[config.mk]
export PLATFORM = sky130hd
export DESIGN_NAME = scanline_irq_counter
export DESIGN_NICKNAME = d
export VERILOG_FILES = /design/src/rtl/scanline_irq_pkg.sv /design/src/rtl/irq_wr_decode.sv /design/src/rtl/irq_line_counter.sv /design/src/rtl/irq_req_ctl.sv /design/src/rtl/scanline_irq_counter.sv
export SDC_FILE = /design/constraint.sdc
export NUM_CORES = 1
export LEC_CHECK = 0
export ABC_AREA = 1
export CAP_MARGIN = 20
export CORE_ASPECT_RATIO = 0.5
export CORE_MARGIN = 2
export CORE_UTILIZATION = 38
export CTS_CLUSTER_DIAMETER = 80
export DETAILED_ROUTE_END_ITERATION = 7
export DONT_BUFFER_PORTS = 1
export HOLD_SLACK_MARGIN = 0.06
export PLACE_DENSITY = 0.53
export SLEW_MARGIN = 20
export SYNTH_ARGS = -nofsm -noshare
export SYNTH_HDL_FRONTEND = slang
export SYNTH_SLANG_ARGS = --single-unit
export TNS_END_PERCENT = 10
[constraint.sdc]
create_clock -name clk -period 2 [get_ports clk]
set_clock_uncertainty 0.15 [all_clocks]
set_input_delay 0.4 -clock clk [delete_from_list [all_inputs] [get_ports clk]]
set_output_delay 0.4 -clock clk [all_outputs]
set_load 0.03 [all_outputs]
[src/rtl/scanline_irq_pkg.sv]
package scanline_irq_pkg;
  typedef enum logic [2:0] {
    CMD_NONE   = 3'd0,
    CMD_LATCH  = 3'd1,
    CMD_RELOAD = 3'd2,
    CMD_ACK    = 3'd3,
    CMD_ARM    = 3'd4
  } irq_cmd_e;
endpackage

[src/rtl/irq_wr_decode.sv]
module irq_wr_decode
  import scanline_irq_pkg::*;
#(
  parameter int ADDR_W = 16
) (
  input  logic              wr_en,
  input  logic [ADDR_W-1:0] wr_addr,
  output irq_cmd_e          cmd
);
  localparam int TOP = ADDR_W - 1;

  logic [2:0] region;
  logic       unused_mid;

  assign region     = wr_addr[TOP -: 3];
  assign unused_mid = ^wr_addr[TOP-3:1];

  always_comb begin
    cmd = CMD_NONE;
    if (wr_en) begin
      unique case (region)
        3'b110:  cmd = wr_addr[0] ? CMD_RELOAD : CMD_LATCH;
        3'b111:  cmd = wr_addr[0] ? CMD_ARM    : CMD_ACK;
        default: cmd = CMD_NONE;
      endcase
    end
  end
endmodule

[src/rtl/irq_line_counter.sv]
module irq_line_counter
  import scanline_irq_pkg::*;
#(
  parameter int DATA_W = 8
) (
  input  logic              clk,
  input  logic              rst,
  input  irq_cmd_e          cmd,
  input  logic [DATA_W-1:0] wr_data,
  input  logic              line_strobe,
  output logic [DATA_W-1:0] cnt_q,
  output logic [DATA_W-1:0] latch_q,
  output logic              hit
);
  localparam logic [DATA_W-1:0] ONE = DATA_W'(1);

  logic [DATA_W-1:0] step_val;
  logic              take_step;

  assign step_val  = (cnt_q == '0) ? latch_q : cnt_q - ONE;
  assign take_step = line_strobe && (cmd != CMD_RELOAD);
  assign hit       = take_step && (step_val == '0);

  always_ff @(posedge clk) begin
    if (rst) begin
      latch_q <= '0;
    end else if (cmd == CMD_LATCH) begin
      latch_q <= wr_data;
    end
  end

  always_ff @(posedge clk) begin
    if (rst) begin
      cnt_q <= '0;
    end else if (cmd == CMD_RELOAD) begin
      cnt_q <= latch_q;
    end else if (take_step) begin
      cnt_q <= step_val;
    end
  end
endmodule

[src/rtl/irq_req_ctl.sv]
module irq_req_ctl
  import scanline_irq_pkg::*;
(
  input  logic     clk,
  input  logic     rst,
  input  irq_cmd_e cmd,
  input  logic     hit,
  output logic     en_q,
  output logic     irq_q
);
  always_ff @(posedge clk) begin
    if (rst) begin
      en_q  <= 1'b0;
      irq_q <= 1'b0;
    end else begin
      if (cmd == CMD_ACK) begin
        en_q  <= 1'b0;
        irq_q <= 1'b0;
      end else begin
        if (cmd == CMD_ARM) en_q <= 1'b1;
        if (hit && en_q)    irq_q <= 1'b1;
      end
    end
  end
endmodule

[src/rtl/scanline_irq_counter.sv]
module scanline_irq_counter
  import scanline_irq_pkg::*;
#(
  parameter int ADDR_W = 16,
  parameter int DATA_W = 8
) (
  input  logic              clk,
  input  logic              rst,
  input  logic              wr_en,
  input  logic [ADDR_W-1:0] wr_addr,
  input  logic [DATA_W-1:0] wr_data,
  input  logic              line_strobe,
  output logic              irq
);
  irq_cmd_e          cmd;
  logic [DATA_W-1:0] cnt_q;
  logic [DATA_W-1:0] latch_q;
  logic              hit;
  logic              en_q;

  irq_wr_decode #(.ADDR_W(ADDR_W)) u_dec (
    .wr_en   (wr_en),
    .wr_addr (wr_addr),
    .cmd     (cmd)
  );

  irq_line_counter #(.DATA_W(DATA_W)) u_cnt (
    .clk         (clk),
    .rst         (rst),
    .cmd         (cmd),
    .wr_data     (wr_data),
    .line_strobe (line_strobe),
    .cnt_q       (cnt_q),
    .latch_q     (latch_q),
    .hit         (hit)
  );

  irq_req_ctl u_req (
    .clk   (clk),
    .rst   (rst),
    .cmd   (cmd),
    .hit   (hit),
    .en_q  (en_q),
    .irq_q (irq)
  );
endmodule

======== Word-level counts from Yosys, hierarchy flattened ========
Cells that the tools add are included.
storage, ports and cells
  register bits after elaboration ......... 18
  input bits .............................. 28
  output and inout bits ................... 1
  logic and storage cells ................. 26
operators by class
  add/subtract/negate cells ............... 1
  equal/unequal tests ..................... 7
  mux-type cells .......................... 7
  reductions and logical operators ........ 7
operator list
  kind                                               count
  2-to-1 mux 8 bit                                   3
  zero test 8 bit                                    2
  == test 3 bit (second input constant)              3
  subtractor 8 x 1 -> 8 bit (second input constant)  1
  == test 3 x 2 -> 1 bit (second input constant)     2
  2-to-1 mux 3 bit                                   2
  case mux 3 bit (2 select lines)                    1
  == test 3 x 1 -> 1 bit (second input constant)     1
  logical AND 1 bit                                  3
  != test 3 x 2 -> 1 bit (second input constant)     1
  2-to-1 mux 2 bit                                   1
  nonzero test 2 bit                                 1
  OR reduction 2 bit                                 1

======== Logic depth before layout (Yosys ltp) ========
Gate-level depths: netlist of run 1.
  word-level depth ........................ 7
  gate-level depth with buffers ........... 12
  gate-level depth less buffers ........... 12

======== By module ========
A second synthesis of run 1 with hierarchy kept.
second synthesis, totals
  cell total of the unflattened synthesis .. 171
  area, all modules ....................... 1139.8 um^2
modules (own cells, without submodules)
  module            times used  cells an instance  area an instance (um^2)  sequential area each (um^2)
  irq_line_counter  1           153                1023.5                   320.3
  irq_req_ctl       1           9                  78.8                     40.0
  irq_wr_decode     1           9                  37.5                     0.0

======== Worst setup path before layout of run 1 ========
Ideal clock, no wire load.
  path kind ............................... reg-to-reg
  start ................................... register u_cnt.cnt_q[0]
  end ..................................... register u_req.irq_q
  library setup time ...................... 66 ps
  data arrival time ....................... 1344 ps
  required time ........................... 1784 ps
  path slack .............................. 440 ps
  stages on the path, launching flop included .. 12
  path buffers ............................ 0
  clock period less this slack ............ 1560 ps
  path through ............................ dfxtp_1 -> inv_1 -> ha_1 -> nand2_1 -> inv_1 -> nand2_4 -> nand3_1 -> nand2_1 -> nand2_1 -> nor2_1 -> nand3_1 -> a21oi_2
on the way
  cells in the longest elaborated chain, start to end .. 5
  elaborated cells between the ends (all ways) .. 6
  those cells by class .................... 1 x add/sub; 1 x mux; 4 x reduce/logical
ends and longest elaborated chain
  element                                                       RTL line                source
  start, declared                                               irq_line_counter.sv:11  output logic [DATA_W-1:0] cnt_q,
  start signal, assigned                                        irq_line_counter.sv:36  cnt_q <= latch_q;
  start signal, assigned                                        irq_line_counter.sv:38  cnt_q <= step_val;
  subtractor 8 x 1 -> 8 bit or zero test 8 bit (tied branches)  irq_line_counter.sv:20  assign step_val = (cnt_q == '0) ? latch_q : cnt_q - ONE;
  2-to-1 mux 8 bit (*)                                          irq_line_counter.sv:20
  zero test 8 bit (*)                                           irq_line_counter.sv:22  assign hit = take_step && (step_val == '0);
  logical AND 1 bit (*)                                         irq_line_counter.sv:22
  logical AND 1 bit (*)                                         irq_req_ctl.sv:21       if (hit && en_q) irq_q <= 1'b1;
  end signal, assigned                                          irq_req_ctl.sv:14       irq_q <= 1'b0;
  end signal, assigned                                          irq_req_ctl.sv:18       irq_q <= 1'b0;
  end signal, assigned                                          irq_req_ctl.sv:21
  end, declared                                                 irq_req_ctl.sv:9        output logic irq_q
Mark *: on every way between the ends. The rest lies on a longest branch, timed or not.
A chain may end at the register's enable or synchronous reset.

======== Final worst setup path of run 1 ========
Ends and elaborated chain as after synthesis.

==> impl_metrics.env, run 1 <==
export IMPL_drv_cap=0
export IMPL_dpl_instance_area_um2=1100
export IMPL_stdcell_count=203
export IMPL_pre_cts_ws_ps=163
export IMPL_via_per_inst=4.74
export IMPL_finalHoldViolCount=0
export IMPL_die_area_um2=3230
export IMPL_row_count=13
export IMPL_core_um2=2620
export IMPL_insertion_delay_ps=250
export IMPL_cts_setup_buffers=0
export IMPL_drtIter0Drc=38
export IMPL_rr_startpoint="u_cnt.cnt_q[0]$_SDFFE_PP0P_"
export IMPL_die_h_um=41.2
export IMPL_timing_hold_ws_ps=128
export IMPL_ios=29
export IMPL_clkTransAtPathRegs_ps=70
export IMPL_cts_htree_levels=1
export IMPL_finalCritPeriodShare_pct=89.4
export IMPL_rsz0062_at_grt="false"
export IMPL_grt_overflow=0
export IMPL_slowest_stage="dfxtp_1"
export IMPL_antenna_found_initial=0
export IMPL_worstSetupStartpoint="u_cnt.cnt_q[0]$_SDFFE_PP0P_"
export IMPL_drt_first_pass_iters=4
export IMPL_critical_path_top_delay_family="simple AND/OR/NAND/NOR gates"
export IMPL_path_cells="inv_2 -> ha_1 -> nand2_1 -> inv_1 -> nand2_4 -> nand2_1 -> nand2_1 -> nor2_1 -> nand2_1 -> nor2_2 -> nand3_1 -> a21oi_2"
export IMPL_path_buf_inv=2
export IMPL_criticalPathCategory="reg2reg"
export IMPL_relSlewSlack_pct=78.7
export IMPL_syn_area_per_cell_um2=6.54
export IMPL_cts_tree="built"
export IMPL_dp_cells=198
export IMPL_area_growth_pct=11.2
export IMPL_required_ps=2050
export IMPL_drive_gt1_share_pct=9.64
export IMPL_grt_max_degree=12
export IMPL_final_antenna_net_count=0
export IMPL_min_period_ps=1790
export IMPL_syn_area_um2=1050
export IMPL_num_vias=962
export IMPL_setup_slack_ps=211
export IMPL_multi_input_area_um2=606
export IMPL_grt_pass1_wl_um=3910
export IMPL_finalWirelength_um=2370
export IMPL_drc_errors=0
export IMPL_peakVddDrop_v=0.000572
export IMPL_cts_root_buf="clkbuf_8"
export IMPL_gp_congestion=0.782
export IMPL_cts_buffers=3
export IMPL_cellPowerDensity_nw_per_um2=1800
export IMPL_max_stage_delay_ps=320
export IMPL_clock_sinks=18
export IMPL_arrival_ps=1830
export IMPL_drv_slew=0
export IMPL_start_util_pct=40.2
export IMPL_synth_distinct_cells=24
export IMPL_grt_usage_pct=16.9
export IMPL_yosysSeqAreaShare_pct=34.2
export IMPL_final_core_util_pct=44.7
export IMPL_port_buffers=0
export IMPL_wl_per_cell_um=11.7
export IMPL_antenna_cells=0
export IMPL_critPathMaxFanout=10
export IMPL_ys_ff_latch=18
export IMPL_hp_start="wr_data[0]"
export IMPL_cpMostUsedCell="nand2_1"
export IMPL_nNetsFinal=197
export IMPL_synth_fp_nets=191
export IMPL_stdcell_area_um2=1170
export IMPL_p_total_mw=2.10
export IMPL_endpoint_kind="flip-flop"
export IMPL_fmax_mhz=559
export IMPL_min_path_type="in2reg"
export IMPL_grt_pass1_vias=823
export IMPL_worst_pin_slew_ps=319
export IMPL_n_fill_cell=288
export IMPL_cts_buffer_depth=2
export IMPL_finalSetupViolCount=0
export IMPL_die_x_um=78.4
export IMPL_seq_area_um2=360
export IMPL_detailed_place_hpwl_um=1830
export IMPL_synthCells=161
export IMPL_fin_setup_tns_ps=0
export IMPL_status="completed"
export IMPL_p_leak_nw=0.503
export IMPL_start_kind="flip-flop"
export IMPL_yosys_warnings=0
per-layer routing:
layer / track usage [%] / wire, um / vias up
li1: - / - / 530
met1: 24.6 / 1350 / 405
met2: 23.7 / 885 / 25
met3: 4.85 / 122 / 2
met4: 5.26 / 12 / 0
met5: 0 / 0 / -
what timing repair did:
item,CTS,global route
setup endpoints to repair,0,1
gates resized for setup,0,1
endpoints found under the hold margin,8,0
hold buffers,1,0
power breakdown:
part | switching [mW] | total [mW] | internal, mW
sequential | 0.0967 | 0.535 | 0.439
combinational | 0.810 | 1.27 | 0.456
clock | 0.125 | 0.300 | 0.175
cells in the final DEF (no fill, tap or decap), types with 4 or more instances in the layout:
master / synthesis / final
nand2_1: 48 / 48
nor2_1: 22 / 22
dfxtp_1: 18 / 18
inv_1: 18 / 17
o21ai_0: 11 / 11
nand3_1: 10 / 10
a31oi_1: 8 / 8
a21oi_1: 4 / 4
nor2_4: 4 / 4
clkbuf_8: 0 / 4
synth_stat cells, drive strengths merged:
cell,count,area [um^2]
o211ai,1,7.51
inv,19,73.8
a21oi,5,28.8
nand3,10,50.1
dfxtp,18,360
xor2,2,17.5
ha,2,25.0
nand3b,1,7.51
o21bai,1,7.51
nor2,27,134
nand2,50,203
clkbuf,1,3.75
clkinv,1,3.75
buf,1,5.00
a31oi,8,50.1
xnor2,1,8.76
o21ai,12,60.1
nand4,1,6.26
path summary, 6_finish.rpt:
path	end	slack (ps)	depth (start not counted)
worst max-delay path	u_req.irq_q$_SDFFE_PP0P_	210	12
worst min-delay path	u_cnt.latch_q[0]$_SDFFE_PP0N_	130	2
worst max register to register	u_req.irq_q$_SDFFE_PP0P_	210	12
worst min register to register	u_cnt.latch_q[3]$_SDFFE_PP0N_	340	2
registers in the layout (all words and copies together) (netlist names):
register / flops
u_cnt.cnt_q: 8
u_cnt.latch_q: 8
u_req.irq_q: 1
u_req.en_q: 1
final cells by class:
class	instances	share of cell area [%]
multi-input cells	121	51.8
flip-flops and latches	18	30.8
clock buffers	4	4.71
well taps	37	3.96
inverters	20	6.63
repair buffers	3	2.14
kinds of logic after synthesis:
kind of cell	Yosys count	share of synthesized area [%]
fa+ha+maj	2	2.38
buf+inv	22	8.20
simple gates	89	38.1
flops	18	34.2
xor+xnor	3	2.50
compound gates	27	14.6
Power figures use the tool's default switching activity.
==> run 2, diff against run 1 <==
--- a/config.mk
+++ b/config.mk
@@ -14,7 +14,7 @@
 export DETAILED_ROUTE_END_ITERATION = 7
 export DONT_BUFFER_PORTS = 1
 export HOLD_SLACK_MARGIN = 0.06
-export PLACE_DENSITY = 0.53
+export PLACE_DENSITY = 0.59
 export SLEW_MARGIN = 20
 export SYNTH_ARGS = -nofsm -noshare
 export SYNTH_HDL_FRONTEND = slang
==> run 2 against run 1 <==
Net effect: sequential share of layout area did not move; wire length fell by 3.4%; utilization did not move; sequential power barely moved; non-clock buffer count did not move; count of clock-buffer cells in the layout did not move; first-iteration DRC count did not move; critical path depth did not move; via count rose by 2.6%; hold slack improved by 8.5 ps; combinational power barely moved; highest routed layer unchanged.
==> impl_metrics.env, run 2 (same netlist as run 1, synthesis figures left out) <==
export IMPL_cts_tree="built"
export IMPL_grt_pass1_vias=840
export IMPL_final_core_util_pct=44.7
export IMPL_finalWirelength_um=2290
export IMPL_drc_errors=0
export IMPL_row_count=13
export IMPL_stdcell_count=203
export IMPL_wl_per_cell_um=11.3
export IMPL_cts_setup_buffers=0
export IMPL_grt_pass1_wl_um=3800
export IMPL_cts_buffer_depth=2
export IMPL_relSlewSlack_pct=78.1
export IMPL_start_util_pct=40.2
export IMPL_dp_cells=198
export IMPL_hold_depth=2
export IMPL_dpl_instance_area_um2=1100
export IMPL_clkTransAtPathRegs_ps=70
export IMPL_timing_hold_ws_ps=136
export IMPL_port_buffers=0
export IMPL_antenna_cells=0
export IMPL_mostFrequentLayoutCells="nand2_1 (48), nor2_1 (22), inv_1 (18), dfxtp_1 (18), o21ai_0 (11)"
export IMPL_setup_slack_ps=185
export IMPL_cellPowerDensity_nw_per_um2=1790
export IMPL_core_um2=2620
export IMPL_status="completed"
export IMPL_cts_buffers=3
export IMPL_worst_pin_slew_ps=328
export IMPL_via_per_inst=4.86
export IMPL_drive_gt1_share_pct=9.04
export IMPL_grt_max_degree=12
export IMPL_critPathMaxFanout=10
export IMPL_cts_htree_levels=1
export IMPL_ios=29
export IMPL_die_h_um=41.2
export IMPL_cts_root_buf="clkbuf_8"
export IMPL_antenna_found_initial=0
export IMPL_stdcell_area_um2=1170
export IMPL_start_kind="flip-flop"
export IMPL_nNetsFinal=197
export IMPL_min_period_ps=1820
export IMPL_required_ps=2040
export IMPL_grt_overflow=0
export IMPL_fin_setup_tns_ps=0
export IMPL_criticalPathCategory="reg2reg"
export IMPL_rsz0062_at_grt="false"
export IMPL_p_leak_nw=0.503
export IMPL_die_x_um=78.4
export IMPL_pre_cts_ws_ps=192
export IMPL_drtIter0Drc=38
export IMPL_largestRegisters="u_cnt.cnt_q (8), u_cnt.latch_q (8)"
export IMPL_insertion_delay_ps=250
export IMPL_grt_usage_pct=15.9
export IMPL_gp_congestion=0.759
export IMPL_final_common_cell="nand2_1"
export IMPL_worst_r2r_setup_slack_ps=180
export IMPL_min_path_type="in2reg"
export IMPL_finalSetupViolCount=0
export IMPL_drt_first_pass_iters=4
export IMPL_endpoint_kind="flip-flop"
export IMPL_finalCritPeriodShare_pct=90.8
export IMPL_peakVddDrop_v=0.000607
export IMPL_clock_sinks=18
export IMPL_arrival_ps=1860
export IMPL_fmax_mhz=551
export IMPL_final_antenna_net_count=0
export IMPL_p_total_mw=2.10
export IMPL_r2r_cells=12
export IMPL_drv_cap=0
export IMPL_finalHoldViolCount=0
export IMPL_n_fill_cell=259
export IMPL_num_vias=987
export IMPL_area_growth_pct=11.2
export IMPL_die_area_um2=3230
export IMPL_drv_slew=0
export IMPL_detailed_place_hpwl_um=1780
run 2: cell counts in the layout (fill, tap and decap cells not counted):
No cell type changed its count.
run 2: repair_timing:
action,CTS,global route
hold endpoints to repair,8,0
resized for setup,0,0
hold buffers,1,0
run 2: area by class of cell:
| class | count | area, um^2 | share of cell area (%) |
|---|---|---|---|
| flip-flops and latches | 18 | 360 | 30.8 |
| well taps | 37 | 46.3 | 3.96 |
| multi-input cells | 121 | 606 | 51.8 |
| clock buffers | 4 | 55.1 | 4.71 |
| repair buffers | 3 | 25.0 | 2.14 |
| inverters | 20 | 77.6 | 6.63 |
run 2: critical path: stages, from the launching register on:
cell	delay, ps
dfxtp_1	310
inv_1	160
ha_1	180
nand2_1	110
inv_1	110
nand2_4	100
nand2_1	90
nand2_1	60
nor2_1	90
nand2_1	70
nor2_2	90
nand3_1	120
a21oi_2	130
run 2: routing by layer:
layer  GRT usage (%)  share of wire, %  up-vias  wire (um)
met5               0                 0        -          0
met4            3.95              0.83        0         19
met3            3.74               7.1        2        163
met2            25.4                39       34        898
met1            22.1                53      425       1210
li1                -                 -      526          -
run 2: final timing paths:
check | from | to
setup / recovery | u_cnt.cnt_q[0]$_SDFFE_PP0P_ | u_req.irq_q$_SDFFE_PP0P_
hold / removal | wr_data[2] | u_cnt.latch_q[2]$_SDFFE_PP0N_
setup reg to reg | u_cnt.cnt_q[0]$_SDFFE_PP0P_ | u_req.irq_q$_SDFFE_PP0P_
hold reg to reg | u_cnt.latch_q[4]$_SDFFE_PP0N_ | u_cnt.latch_q[4]$_SDFFE_PP0N_
run 2: power by group:
part	switching (mW)	leakage (nW)	total [mW]	internal [mW]
clock	0.119	0.0288	0.293	0.175
combinational	0.814	0.328	1.27	0.456
sequential	0.0939	0.147	0.533	0.439
total	1.03	0.503	2.10	1.07
